===== src/rtl/dfmac_pkg.sv =====
package dfmac_pkg;
  typedef enum logic [2:0] {
    OP_MUL  = 3'd0,
    OP_MAC  = 3'd1,
    OP_CLR  = 3'd2,
    OP_SHR  = 3'd3,
    OP_RDLO = 3'd4,
    OP_RDHI = 3'd5
  } mac_op_e;

  typedef enum logic [1:0] {
    ST_IDLE = 2'd0,
    ST_LOW  = 2'd1,
    ST_HIGH = 2'd2
  } mac_st_e;

  localparam logic MODE_POLY = 1'b0;
  localparam logic MODE_INT  = 1'b1;
endpackage


===== src/rtl/df_fa.sv =====
// Dual-field full adder: fsel=1 gives a normal full adder, fsel=0 a plain XOR
// with the carry output held at zero.
module df_fa (
  input  logic x,
  input  logic y,
  input  logic cin,
  input  logic fsel,
  output logic s,
  output logic cout
);
  assign s    = x ^ y ^ cin;
  assign cout = fsel & ((x & y) | (cin & (x ^ y)));
endmodule


===== src/rtl/dfa_add.sv =====
// W-bit ripple adder built from dual-field cells; the top bit drops its carry.
module dfa_add #(
  parameter int W = 8
) (
  input  logic [W-1:0] a,
  input  logic [W-1:0] b,
  input  logic         fsel,
  output logic [W-1:0] s
);
  logic [W-1:0] c;
  assign c[0] = 1'b0;

  for (genvar i = 0; i < W; i++) begin : g_bit
    if (i < W - 1) begin : g_cell
      df_fa u_cell (
        .x   (a[i]),
        .y   (b[i]),
        .cin (c[i]),
        .fsel(fsel),
        .s   (s[i]),
        .cout(c[i+1])
      );
    end else begin : g_top
      assign s[i] = a[i] ^ b[i] ^ c[i];
    end
  end
endmodule


===== src/rtl/umul_array.sv =====
// AW x BW unified multiplier: one dual-field adder row per multiplier bit.
module umul_array #(
  parameter int AW = 32,
  parameter int BW = 16
) (
  input  logic [AW-1:0]    a,
  input  logic [BW-1:0]    b,
  input  logic             fsel,
  output logic [AW+BW-1:0] p
);
  localparam int PW = AW + BW;

  logic [PW-1:0] part [BW+1];
  logic [PW-1:0] pp   [BW];

  assign part[0] = '0;

  for (genvar i = 0; i < BW; i++) begin : g_row
    assign pp[i] = {{BW{1'b0}}, (a & {AW{b[i]}})} << i;
    dfa_add #(.W(PW)) u_row (
      .a   (part[i]),
      .b   (pp[i]),
      .fsel(fsel),
      .s   (part[i+1])
    );
  end

  assign p = part[BW];
endmodule


===== src/rtl/dfmac_unit.sv =====
module dfmac_unit
  import dfmac_pkg::*;
#(
  parameter int WORD_W = 32,
  parameter int ACC_W  = 72,
  parameter int RD_W   = 40
) (
  input  logic              clk,
  input  logic              rst_n,
  input  logic              cmd_valid,
  output logic              cmd_ready,
  input  logic [2:0]        cmd_op,
  input  logic              cmd_mode,
  input  logic [WORD_W-1:0] cmd_a,
  input  logic [WORD_W-1:0] cmd_b,
  output logic              busy,
  output logic              done,
  output logic              rsp_valid,
  input  logic              rsp_ready,
  output logic [RD_W-1:0]   rsp_data
);
  localparam int HALF_W  = WORD_W / 2;
  localparam int PROD_W  = WORD_W + HALF_W;
  localparam int GUARD_W = ACC_W - 2 * WORD_W;

  mac_st_e           st;
  mac_op_e           op_q;
  logic              fsel_q;
  logic [WORD_W-1:0] a_q, b_q;
  logic [ACC_W-1:0]  acc_q;
  logic              done_q, rsp_valid_q;
  logic [RD_W-1:0]   rsp_data_q;

  logic              accept;
  logic [HALF_W-1:0] mult_b;
  logic [PROD_W-1:0] prod;
  logic [ACC_W-1:0]  prod_ext, addend, base, acc_sum;
  logic [RD_W-1:0]   lo_ext, hi_ext;

  assign busy      = (st != ST_IDLE);
  assign cmd_ready = (st == ST_IDLE) && !rsp_valid_q;
  assign accept    = cmd_valid && cmd_ready;
  assign done      = done_q;
  assign rsp_valid = rsp_valid_q;
  assign rsp_data  = rsp_data_q;

  // Pass select: low half of the multiplier first, then the high half.
  assign mult_b = (st == ST_HIGH) ? b_q[WORD_W-1:HALF_W] : b_q[HALF_W-1:0];

  umul_array #(.AW(WORD_W), .BW(HALF_W)) u_mul (
    .a   (a_q),
    .b   (mult_b),
    .fsel(fsel_q),
    .p   (prod)
  );

  assign prod_ext = ACC_W'(prod);
  assign addend   = (st == ST_HIGH) ? (prod_ext << HALF_W) : prod_ext;
  assign base     = (st == ST_LOW && op_q == OP_MUL) ? '0 : acc_q;

  dfa_add #(.W(ACC_W)) u_acc_add (
    .a   (base),
    .b   (addend),
    .fsel(fsel_q),
    .s   (acc_sum)
  );

  assign lo_ext = RD_W'(acc_q[WORD_W-1:0]);
  assign hi_ext = RD_W'(acc_q >> WORD_W);

  always_ff @(posedge clk) begin
    if (!rst_n) begin
      st          <= ST_IDLE;
      op_q        <= OP_MUL;
      fsel_q      <= MODE_INT;
      a_q         <= '0;
      b_q         <= '0;
      acc_q       <= '0;
      done_q      <= 1'b0;
      rsp_valid_q <= 1'b0;
      rsp_data_q  <= '0;
    end else begin
      done_q <= 1'b0;
      if (rsp_valid_q && rsp_ready) rsp_valid_q <= 1'b0;
      unique case (st)
        ST_IDLE: begin
          if (accept) begin
            case (cmd_op)
              OP_MUL, OP_MAC: begin
                op_q   <= mac_op_e'(cmd_op);
                fsel_q <= cmd_mode;
                a_q    <= cmd_a;
                b_q    <= cmd_b;
                st     <= ST_LOW;
              end
              OP_CLR: begin
                acc_q  <= '0;
                done_q <= 1'b1;
              end
              OP_SHR: begin
                acc_q  <= acc_q >> WORD_W;
                done_q <= 1'b1;
              end
              OP_RDLO: begin
                rsp_valid_q <= 1'b1;
                rsp_data_q  <= lo_ext;
              end
              OP_RDHI: begin
                rsp_valid_q <= 1'b1;
                rsp_data_q  <= hi_ext;
              end
              default: ;
            endcase
          end
        end
        ST_LOW: begin
          acc_q <= acc_sum;
          st    <= ST_HIGH;
        end
        ST_HIGH: begin
          acc_q  <= acc_sum;
          st     <= ST_IDLE;
          done_q <= 1'b1;
        end
        default: st <= ST_IDLE;
      endcase
    end
  end


  busy_len_chk: assert property (@(posedge clk) disable iff (!rst_n)
    $rose(busy) |=> busy ##1 !busy);


  done_idle_chk: assert property (@(posedge clk) disable iff (!rst_n)
    done |-> !busy);


  ready_gate_chk: assert property (@(posedge clk) disable iff (!rst_n)
    (busy || rsp_valid) |-> !cmd_ready);


  rsp_hold_chk: assert property (@(posedge clk) disable iff (!rst_n)
    (rsp_valid && !rsp_ready) |=> (rsp_valid && $stable(rsp_data)));


  poly_guard_chk: assert property (@(posedge clk) disable iff (!rst_n)
    (busy && fsel_q == MODE_POLY && acc_q[ACC_W-1 -: GUARD_W] == '0)
      |=> acc_q[ACC_W-1 -: GUARD_W] == '0);


  bad_op_chk: assert property (@(posedge clk) disable iff (!rst_n)
    (accept && cmd_op > 3'd5) |=> (!done && !rsp_valid && !busy && $stable(acc_q)));
endmodule


===== config.mk =====
export PLATFORM = sky130hd
export DESIGN_NAME = dfmac_unit
export DESIGN_NICKNAME = d
export VERILOG_FILES = /design/src/rtl/dfmac_pkg.sv /design/src/rtl/df_fa.sv /design/src/rtl/dfa_add.sv /design/src/rtl/umul_array.sv /design/src/rtl/dfmac_unit.sv
export SDC_FILE = /design/constraint.sdc
export NUM_CORES = 2
export LEC_CHECK = 0
export ABC_AREA = 1
export BUFFER_PORTS_ARGS = -buffer_cell sky130_fd_sc_hd__buf_2
export CAP_MARGIN = 0
export CORE_UTILIZATION = 55
export CTS_CLUSTER_SIZE = 16
export DETAILED_ROUTE_END_ITERATION = 10
export GPL_TIMING_DRIVEN = 0
export PLACE_DENSITY = 0.72
export SLEW_MARGIN = 20
export SYNTH_ARGS = -nofsm -noshare
export SYNTH_HDL_FRONTEND = slang
export SYNTH_SLANG_ARGS = --single-unit
export TNS_END_PERCENT = 50

===== constraint.sdc =====
create_clock -name clk -period 63.4 [get_ports clk]
set_input_delay 12.68 -clock clk [delete_from_list [all_inputs] [get_ports clk]]
set_output_delay 12.68 -clock clk [all_outputs]
set_load 0.02 [all_outputs]

==> impl_summary.log <==
[metrics] overall routing resource usage: 32.0%
[metrics] first-pass GRT wire length: 116000 um
[metrics] residual overflow from global routing: 0
[metrics] count of pins on the block boundary: 116
[metrics] Clk network pwr share: 30.7%
[metrics] total of buffers placed on input and output ports: 114
[metrics] Post-Synthesis Cells: 3212
[metrics] largest cells by area after synthesis: sky130_fd_sc_hd__fa_1, sky130_fd_sc_hd__dfxtp_1, sky130_fd_sc_hd__or2_2
[metrics] top sig layer: met4
[metrics] Worst Reg-to-Reg Cells: 175
[metrics] number of fillers in the final layout: 4216
[metrics] chip width: 218 um
[metrics] via count of the routed design: 21200
[metrics] number of nets in the layout: 3973
[metrics] crit path max-delay cell type: sky130_fd_sc_hd__fa_1
[metrics] overall die height: 218 um
[metrics] maximum clock frequency: 0.0178 GHz
[metrics] CP Data Arrival Time: 56.64 ns
[metrics] total power per unit cell area: 13.2 nW/um2
[metrics] most frequent cell after synthesis: sky130_fd_sc_hd__nand2_1
[metrics] maximum clock insertion buffer count: 2
[metrics] flop and latch count out of synthesis: 184
[metrics] fraction of layout cells with a size suffix above 1: 21.1%
[metrics] Reg power frac: 35.7%
[metrics] maximum number of pins on one net before global-route repair: 18
[metrics] area used by sequential logic in the layout: 3680 um2
[metrics] Avg WL per Cell: 18.0 um
[metrics] maximum net fanout on the critical path: 10
[metrics] area of the multi-input gates: 20300 um2
[metrics] number of global-route vias before repair: 22100
[metrics] total length of routed wires: 71400 um
[metrics] count of non-filler cells in the finished layout: 3960
[metrics] HPWL after detailed placement: 61200 um
[metrics] Power Internal: 223 uW
[metrics] Synth async-reset ratio: 0%
[metrics] clock latency of the later-clocked register in the worst-skew pair: 0.50 ns
[metrics] share of the synthesized area in the top cell type: 40.9%
[metrics] number of warning messages in the yosys log: 0
[metrics] commonest cells in the synthesized netlist: sky130_fd_sc_hd__nand2_1, sky130_fd_sc_hd__fa_1, sky130_fd_sc_hd__or2_2
[metrics] number of gates given a new drive strength after cts: 0
[metrics] count of different cell masters after synthesis: 25
[metrics] worst setup path class: flop to flop
[metrics] most common cell type on the critical path: sky130_fd_sc_hd__fa_1
[metrics] level count of the clock H-tree: 4
[metrics] Initial DRC Count: 1176
[metrics] nets in the synthesized netlist: 3839
[metrics] skew final: 0.0109 ns
[metrics] placed insts: 3927
[metrics] count of flip-flops with a built-in enable after synthesis: 0
[metrics] Detail Route met2 WL: 36900 um
[metrics] clock slew seen by the registers of the worst setup and hold paths: 0.07 ns
[metrics] Sinks on Clock Net: 184
[metrics] worst min-delay path startpoint: op_q[1]
[metrics] Worst Setup SP: st[0]
[metrics] CTS tree: yes
[metrics] effective utilization at floorplan: 56.3%
[metrics] total core area: 45800 um2
[metrics] mean instance size in the synthesized netlist: 8.02 um2
[metrics] TritonCTS Buffers: 17
[metrics] nature of the critical path endpoint: flop
[metrics] relative contribution of combinational cells to total power: 33.6%
[metrics] Antenna Nets Post-Route: 0
[metrics] final clock period utilization by the worst path: 88.7%
[metrics] Finish-stage setup viols: 0
[metrics] post-route setup TNS: 0 ns
[metrics] Max Transition Viols Final: 0
[metrics] fraction of the core area covered by cells at the end of the flow: 60.5%
[metrics] post-DR vias/cell: 5.37
[metrics] number of failing hold endpoints at the final stage: 0
[metrics] Post-CTS Repair Setup Buffers: 0
[metrics] category of the worst setup path launch point: flop
[metrics] setup repair after global routing missed its margin: false
[metrics] slowest cell delay on critical path: 0.53 ns
[metrics] DRT Pass-1 Iters: 5
[metrics] initial antenna violation count: 3
[metrics] run status: finished clean
[metrics] Site Rows: 78
[metrics] number of max-cap violations: 0
[metrics] Hold Path Stages: 2
[metrics] worst hold path class: flop to flop
[metrics] area of the mapped netlist: 25800 um2
[metrics] wire length on met1: 27900 um
[metrics] Yosys top cell by area: sky130_fd_sc_hd__fa_1
[metrics] launch instance of the worst register-to-register path: st[0]
[metrics] static leakage: 7.88 nW
[metrics] prevailing post-synth register cell: sky130_fd_sc_hd__dfxtp_1
[metrics] CTS root buf: sky130_fd_sc_hd__clkbuf_16
[metrics] switching power as a share of total power: 39.1%
[metrics] global placer's final weighted congestion: 0.972
[metrics] die footprint: 47700 um2
[metrics] proportion of synthesized chip area in sequential cells: 14.3%
[metrics] Max rail drop VDD: 0.0000259 V
[metrics] slew of the pin with the lowest slew margin: 1.18 ns
[metrics] Routed met3 length: 3290 um
[metrics] relative slew slack: 21.2%
[metrics] data required time of the critical path: 63.79 ns
[metrics] total net switching power: 143 uW
[metrics] DRC violations left: 0
[metrics] Tmin final: 56.25 ns
[metrics] layout-stage area growth over the synthesis result: 7.49%
[metrics] Hold-fix buffers, CTS: 0
[layer usage]
metal,vias up,global-route usage (%)
met5,-,0
met4,0,15.0
met3,142,4.09
met2,541,58.7
met1,10700,36.8
li1,9905,-
[worst paths after layout]
| path | slack [ns] | to |
|---|---|---|
| max | 7.15 | acc_q[71] |
| min | 0.44 | op_q[1] |
| max reg2reg | 7.15 | acc_q[71] |
| min reg2reg | 0.44 | op_q[1] |
[state kept, by name (all words and copies together) (netlist names)]
name and cells:
acc_q 72, rsp_data 40, a_q 32, b_q 32, op_q 3, st 2, done 1, fsel_q 1
rsp_valid 1
[cell type report]
cell class	count	area share, %
Tap cell	600	2.71
Buffer	271	3.94
Sequential cell	184	13.3
Timing Repair Buffer	115	2.09
Antenna cell	2	0.0181
Clock buffer	18	1.55
Multi-Input combinational cell	2568	73.2
Clock inverter	13	0.596
Inverter	189	2.56
[kinds of logic after synthesis]
group / count (synthesis) / synth area share (%)
flip-flops: 184 / 14.3
buffers and inverters: 460 / 6.99
AO/OA/AOI/OAI: 272 / 5.67
AND/OR/NAND/NOR: 1734 / 30.5
adder cells (fa/ha/maj): 555 / 42.3
multiplexers: 7 / 0.272
[placed cells by master, fill, tap and decap left out, drive strengths merged]
cell	count
nand2	765
fa	527
or2	507
nor2	412
clkbuf	221
inv	190
dfxtp	184
buf	183
o21ai	168
a21oi	49
nand3	48
o22ai	33
ha	28
a21boi	21
clkinv	9
mux2i	7
diode	2
bufinv	2
a31oi	1
nor3	1
nand4	1
clkinvlp	1
[critical path: cells and delay by family, from the launching register on]
family          cells  cell delay, ns
compound gates      1            0.15
flops               1            0.39
fa+ha+maj          85           32.87
buf+inv            12            1.95
simple gates       77           20.82
[through the flow]
step / power [mW] / setup WS (ns) / cell area, um2 / hold WS [ns]
global placement: 0.253 / 7.82 / 27100 / 0.421
global route: 0.388 / 5.15 / 27700 / 0.456
detailed placement: 0.256 / 7.15 / 27100 / 0.430
finish: 0.366 / 7.15 / 27700 / 0.440
CTS: 0.368 / 7.10 / 27700 / 0.439
floorplan: 0.215 / 10.80 / 25800 / 0.415
[power groups by stage]
stage,Combinational (mW),Clock (mW),Sequential (mW)
2_1_floorplan,0.0824,0,0.132
3_3_place_gp,0.120,0,0.133
3_5_place_dp,0.123,0,0.133
4_1_cts,0.123,0.115,0.130
5_1_grt,0.138,0.119,0.131
6_report,0.123,0.112,0.131
Power figures use the tool's default switching activity.
